$ cat src/rtl/cmdreg_pkg.sv
package cmdreg_pkg;
    parameter int ADDR_W = 16;
    parameter int BANK_W = 3;
    parameter int CS_W   = 2;

    typedef struct packed {
        logic [ADDR_W-1:0] addr;
        logic [BANK_W-1:0] bank;
        logic              ras_n;
        logic              cas_n;
        logic              we_n;
    } ca_word_t;

    typedef struct packed {
        logic [CS_W-1:0] cs_n;
        logic            cke;
        logic            odt;
    } ctl_word_t;

    localparam int CA_W  = $bits(ca_word_t);
    localparam int CTL_W = $bits(ctl_word_t);

    function automatic logic any_selected(input logic [CS_W-1:0] cs_n);
        return ~(&cs_n);
    endfunction
endpackage

$ cat src/rtl/cmdreg_gate.sv
module cmdreg_gate
    import cmdreg_pkg::*;
(
    input  logic            gate_en,
    input  logic [CS_W-1:0] cs_n,
    output logic            load
);
    always_comb begin
        load = (!gate_en) || any_selected(cs_n);
    end
endmodule

$ cat src/rtl/cmdreg_ca_stage.sv
module cmdreg_ca_stage
    import cmdreg_pkg::*;
(
    input  logic     clk,
    input  logic     rst,
    input  logic     load,
    input  ca_word_t d,
    output ca_word_t q,
    output logic     vld
);
    always_ff @(posedge clk) begin
        if (rst) begin
            q   <= '0;
            vld <= 1'b0;
        end else begin
            vld <= load;
            if (load) begin
                q <= d;
            end
        end
    end

    assert_clear_R1: assert property (@(posedge clk)
        rst |=> (q == '0 && !vld));

    assert_capture_R3: assert property (@(posedge clk) disable iff (rst)
        load |=> (q == $past(d)));

    assert_hold_R4: assert property (@(posedge clk) disable iff (rst)
        !load |=> $stable(q));

    assert_vld_set_R7: assert property (@(posedge clk) disable iff (rst)
        load |=> vld);

    assert_vld_clear_R7: assert property (@(posedge clk) disable iff (rst)
        !load |=> !vld);
endmodule

$ cat src/rtl/cmdreg_ctl_stage.sv
module cmdreg_ctl_stage
    import cmdreg_pkg::*;
(
    input  logic      clk,
    input  logic      rst,
    input  ctl_word_t d,
    output ctl_word_t q
);
    always_ff @(posedge clk) begin
        if (rst) begin
            q <= '0;
        end else begin
            q <= d;
        end
    end

    assert_ctl_follow_R6: assert property (@(posedge clk) disable iff (rst)
        1'b1 |=> (q == $past(d)));

    assert_ctl_clear_R1: assert property (@(posedge clk)
        rst |=> (q == '0));
endmodule

$ cat src/rtl/csgated_cmd_reg.sv
module csgated_cmd_reg
    import cmdreg_pkg::*;
(
    input  logic              clk,
    input  logic              rst,
    input  logic              gate_en_i,
    input  logic [CS_W-1:0]   cs_n_i,
    input  logic [ADDR_W-1:0] addr_i,
    input  logic [BANK_W-1:0] bank_i,
    input  logic              ras_n_i,
    input  logic              cas_n_i,
    input  logic              we_n_i,
    input  logic              cke_i,
    input  logic              odt_i,
    output logic [CS_W-1:0]   cs_n_o,
    output logic [ADDR_W-1:0] addr_o,
    output logic [BANK_W-1:0] bank_o,
    output logic              ras_n_o,
    output logic              cas_n_o,
    output logic              we_n_o,
    output logic              cke_o,
    output logic              odt_o,
    output logic              cmd_vld_o
);
    logic      load;
    ca_word_t  ca_d, ca_q;
    ctl_word_t ctl_d, ctl_q;

    always_comb begin
        ca_d.addr  = addr_i;
        ca_d.bank  = bank_i;
        ca_d.ras_n = ras_n_i;
        ca_d.cas_n = cas_n_i;
        ca_d.we_n  = we_n_i;
        ctl_d.cs_n = cs_n_i;
        ctl_d.cke  = cke_i;
        ctl_d.odt  = odt_i;
    end

    cmdreg_gate u_gate (
        .gate_en (gate_en_i),
        .cs_n    (cs_n_i),
        .load    (load)
    );

    cmdreg_ca_stage u_ca (
        .clk  (clk),
        .rst  (rst),
        .load (load),
        .d    (ca_d),
        .q    (ca_q),
        .vld  (cmd_vld_o)
    );

    cmdreg_ctl_stage u_ctl (
        .clk (clk),
        .rst (rst),
        .d   (ctl_d),
        .q   (ctl_q)
    );

    assign addr_o  = ca_q.addr;
    assign bank_o  = ca_q.bank;
    assign ras_n_o = ca_q.ras_n;
    assign cas_n_o = ca_q.cas_n;
    assign we_n_o  = ca_q.we_n;
    assign cs_n_o  = ctl_q.cs_n;
    assign cke_o   = ctl_q.cke;
    assign odt_o   = ctl_q.odt;

    assert_ungated_R5: assert property (@(posedge clk) disable iff (rst)
        !gate_en_i |=> (addr_o == $past(addr_i) && bank_o == $past(bank_i)
                        && we_n_o == $past(we_n_i)));

    assert_reset_wins_R2: assert property (@(posedge clk)
        (rst && gate_en_i && !cs_n_i[0]) |=> (addr_o == '0 && !cmd_vld_o));

    assert_select_hold_R4: assert property (@(posedge clk) disable iff (rst)
        (gate_en_i && (&cs_n_i)) |=> ($stable(addr_o) && $stable(bank_o)
                                      && $stable(ras_n_o) && $stable(cas_n_o)));
endmodule

$ cat config.mk
export PLATFORM = sky130hd
export DESIGN_NAME = csgated_cmd_reg
export DESIGN_NICKNAME = d
export VERILOG_FILES = /design/src/rtl/cmdreg_pkg.sv /design/src/rtl/cmdreg_gate.sv /design/src/rtl/cmdreg_ca_stage.sv /design/src/rtl/cmdreg_ctl_stage.sv /design/src/rtl/csgated_cmd_reg.sv
export SDC_FILE = /design/constraint.sdc
export NUM_CORES = 1
export LEC_CHECK = 0
export ABC_AREA = 0
export BUFFER_PORTS_ARGS = -buffer_cell sky130_fd_sc_hd__buf_2
export CAP_MARGIN = 20
export CORE_UTILIZATION = 44
export CTS_CLUSTER_DIAMETER = 80
export DETAILED_ROUTE_END_ITERATION = 6
export PLACE_DENSITY = 0.77
export SYNTH_ARGS = -nofsm -noshare
export SYNTH_HDL_FRONTEND = slang
export SYNTH_SLANG_ARGS = --single-unit
$ cat constraint.sdc
create_clock -name clk -period 0.9 [get_ports clk]
set_input_delay 0 -clock clk [delete_from_list [all_inputs] [get_ports clk]]
set_output_delay 0 -clock clk [all_outputs]
set_load 0.02 [all_outputs]
## After elaboration in Yosys (flattened, before gate mapping)

Index checks and enable logic that the tools add are counted.
Widths: inputs -> output; s select.

| word-level totals | value |
|---|---|
| register bits | 27 |
| input port bits | 29 |
| output and inout bits | 27 |
| logic and storage cells | 13 |

| cells by class | value |
|---|---|
| bitwise logic cells | 1 |
| reductions and logical operators | 3 |

Operators with widths:

| cell | number |
|---|---|
| $reduce_and 2->1 | 1 |
| $logic_not 1->1 | 1 |
| $logic_or 1x1->1 | 1 |
| $not 1->1 | 1 |

## Longest topological paths before layout

| depth | value |
|---|---|
| depth after elaboration | 3 |
| depth in mapped cells | 4 |
| mapped depth without buffers | 2 |

## Cells and area by module

From an unflattened synthesis, not the netlist that was laid out.

| second synthesis, totals | value |
|---|---|
| cells, all modules | 82 |
| area, all modules | 939.7 sq um |

By module, submodules not included:

| module | instances | cells each | area each (sq um) | seq. area each (sq um) |
|---|---|---|---|---|
| cmdreg_ca_stage | 1 | 73 | 829.5 | 460.4 |
| cmdreg_ctl_stage | 1 | 8 | 105.1 | 80.1 |
| cmdreg_gate | 1 | 1 | 5.0 | 0.0 |

## Worst setup path after synthesis

No wires, ideal clock.

| path | value |
|---|---|
| path kind | register to register |
| start | register, netlist name u_ca.q[15] |
| end | register u_ca.q[15] (netlist bit) |
| library setup time | 0.072 ns |
| arrival time | 0.596 ns |
| data required time | 0.828 ns |
| slack | 0.233 ns |
| stages on the path, launching flop included | 3 |
| path buffers | 0 |
| period minus slack after synthesis | 0.667 ns |
| cell sequence | dfxtp_1 -> nand2b_1 -> mux2i_1 |

RTL lines:

| what | RTL line | text |
|---|---|---|
| end signal: assignment | cmdreg_ca_stage.sv:13 | `q <= '0;` |
| end signal: assignment | cmdreg_ca_stage.sv:18 | `q <= d;` |
| end: declaration | cmdreg_ca_stage.sv:8 | `output ca_word_t q,` |

## Final worst setup path

| path | value |
|---|---|
| start | register u_ca.q[10] (netlist bit) |
| end | output port addr_o[4] |

RTL lines:

| what | RTL line | text |
|---|---|---|
| end: declaration | csgated_cmd_reg.sv:16 | `output logic [ADDR_W-1:0] addr_o,` |

No word-level cell between the ends.

==> key figures <==
Routing
  • Vias after detailed routing: 981
  • Iteration-0 DRC Markers: 9
  • Final WL: 2480 um
  • Drt pass-1 iters: 4
  • DRT antenna net count: 0
  • Vias per cell: 4.54
  • DRC Markers: 0
  • DR WL/cell: 11.5 um

Synth
  • Sequential share of the synthesized area: 47.2%
  • Synth cell types: 10
  • Syn avg cell area: 10.7 um2
  • Synth Net Count: 136
  • Synth Warn #: 0
  • Mapped cell area: 1140 um2
  • Synth area leaders: dfxtp_1 (47%), nand2b_1 (24%), mux2i_1 (19%)
  • Cell with the most instances after synthesis: nand2b_1
  • Cells after Synth: 107
  • Main synth FF type: dfxtp_1
  • Yosys top cell area share: 47.2%
  • Number of synthesized flops with an enable pin: 0
  • FFs w/ async S/R, synth: 0%
  • Synth area leader: dfxtp_1
  • Synth top cells by count: nand2b_1 (44), dfxtp_1 (27), mux2i_1 (22), clkbuf_1 (4), nor2b_1 (4)
  • #FFs+latches synth: 27

Floorplan
  • Die Width: 53.0 um
  • Die height: 53.0 um
  • Initial Util: 46.2%
  • Core area: 2480 um2
  • Die area: 2810 um2
  • Top Ports: 56
  • Rows: 18

Finish
  • Post-layout util: 69.4%
  • Fraction of layout cells with a size suffix above 1: 34.9%
  • FF+latch area: 546 um2
  • Multi-input logic area: 531 um2
  • # diodes: 0
  • Nets@finish: 216
  • Fillcell total: 197
  • Area Growth Syn to Fin: 50.2%
  • Fin area: 1720 um2

Place
  • GPL Wtd Cong: 0.615
  • Number of port buffers: 55
  • HPWL Detailed: 1470 um
  • Post-DP Area: 1420 um2

STA
  • Fin. Hold Viols: 0
  • Setup TNS: 0 ns
  • RSZ-0062 raised after global routing: false
  • Final Setup Violations: 0
  • Max Fclk: 1170 MHz
  • Clk_skew: 0 ns
  • Fin. max-slew vios: 0
  • Rel. slew slack: 91.1%
  • Fin crit share: 94.9%
  • Hold_ws: 0.0681 ns
  • Actual slew at the worst max-slew pin: 0.129 ns
  • Final min period: 0.854 ns

GRT
  • Remaining global-route overflow: 0
  • Most used routing layer: met2
  • Vias in the first global route: 928
  • GR Layer Usage met1: 19.7%
  • GRT met3 Usage: 3.45%
  • Initial antenna violation count: 0
  • First-pass GRT wire length: 3730 um
  • Largest net degree at the start of global routing: 50
  • Met2 usage: 34.4%
  • Global Route Usage Sum: 18.8%

Critical path
  • Cell family contributing the most delay on the critical path: flip-flops
  • CP Data Arrival Time: 0.85 ns
  • CP Capture Type: output port
  • Cell Chain, Critical Path: buf_2
  • Critical path class: flip-flop to output port
  • Crit-path max FO: 2
  • Crit path buffers/inverters: 1
  • CP max-delay cell: dfxtp_1
  • Worst Path Required: 0.90 ns
  • Crit start category: flip-flop
  • Worst path max stage delay: 0.37 ns

Clocking
  • Clk sinks: 27
  • Clock Root Buffer: clkbuf_4
  • CTS Buffer Depth: 2
  • Worst skew pair latency: 0.32 ns
  • CTS tree: yes
  • Clock transition at path regs: 0.14 ns
  • Post-CTS Setup Repair Bufs: 0
  • CTS buffer count: 3
  • H-tree levels: 1

Pwr
  • Internal power: 1.71 mW
  • Pleak: 0.775 nW
  • Comb power frac: 21.7%
  • Clock group share of total power: 21.9%
  • Switching share of power: 26.3%
  • Worst VDD drop: 967 uV
  • Psw: 0.612 mW
  • Pwr dens: 1350 nW/um2
  • Power share of the sequential group: 56.4%
  • Tot Pwr: 2.32 mW

Outcome
  • Status: finished, final reports clean

Job
  • Max capacitance violation total: 0

Hold path
  • Hold WC Path Type: input pin to flip-flop
==> repair_timing <==
item,CTS,global route
gates resized for setup,0,5
setup endpoints to repair,0,5
endpoints found under the hold margin,26,0
hold buffers,26,0
==> flip-flops by register name (all words and copies together), names as in the netlist <==
signal / flops
u_ca.q: 22
u_ca.vld: 1
u_ctl.q: 4
==> power groups by stage <==
stage,logic (mW),clock network (mW),registers (mW)
floorplan,0.169,0,1.43
global placement,0.405,0,1.33
detailed placement,0.418,0,1.33
CTS,0.504,0.539,1.31
global route,0.551,0.584,1.32
finish,0.505,0.508,1.31
==> routing by layer <==
metal	wire length [um]	up-vias
met5	0	-
li1	-	496
met4	63	0
met1	1010	443
met2	1280	35
met3	130	7
==> kinds of logic after synthesis <==
family,count (synthesis),share of synthesized area (%)
buffers and inverters,8,6.45
AND/OR/NAND/NOR,50,27.1
flip-flops,27,47.2
multiplexers,22,19.2
==> through the flow <==
| stage | setup slack (ns) | cells |
|---|---|---|
| floorplan | 0.233 | 107 |
| global placement | 0.154 | 186 |
| detailed placement | 0.104 | 186 |
| CTS | 0.0306 | 216 |
| global route | 0.00288 | 216 |
| finish | 0.0461 | 216 |
==> layout make-up <==
class,count,area share [%]
timing repair buffer,83,33.6
sequential,27,31.7
multi-input combinational,72,30.9
tap,30,2.18
clock buffer,3,1.31
clock inverter,1,0.291
==> path summary, 6_finish.rpt <==
kind / from / to / slack, ns / depth (start not counted)
setup / recovery: u_ca.q[10]$_SDFFE_PP0P_ / addr_o[4] / 0.05 / 1
hold / removal: rst / u_ctl.q[1]$_SDFF_PP0_ / 0.07 / 3
setup reg to reg: u_ca.q[4]$_SDFFE_PP0P_ / u_ca.q[4]$_SDFFE_PP0P_ / 0.29 / 2
hold reg to reg: u_ca.q[16]$_SDFFE_PP0P_ / u_ca.q[16]$_SDFFE_PP0P_ / 0.48 / 2
==> cells in the final DEF (no fill, tap or decap) <==
cell / count
dlygate4sd3_1: 26
buf_4: 1
dfxtp_2: 4
clkinv_2: 1
and3_1: 1
nand2b_1: 44
nor2b_1: 4
buf_2: 54
buf_12: 2
dfxtp_1: 23
nor2_1: 1
mux2i_1: 22
clkbuf_4: 3
==> worst reg2reg max path: cells and delay by family, from the launching register on <==
family / cells / cell delay (ns)
mux: 1 / 0.14
flops: 1 / 0.36
simple gates: 1 / 0.06
Power figures use the tool's default switching activity.
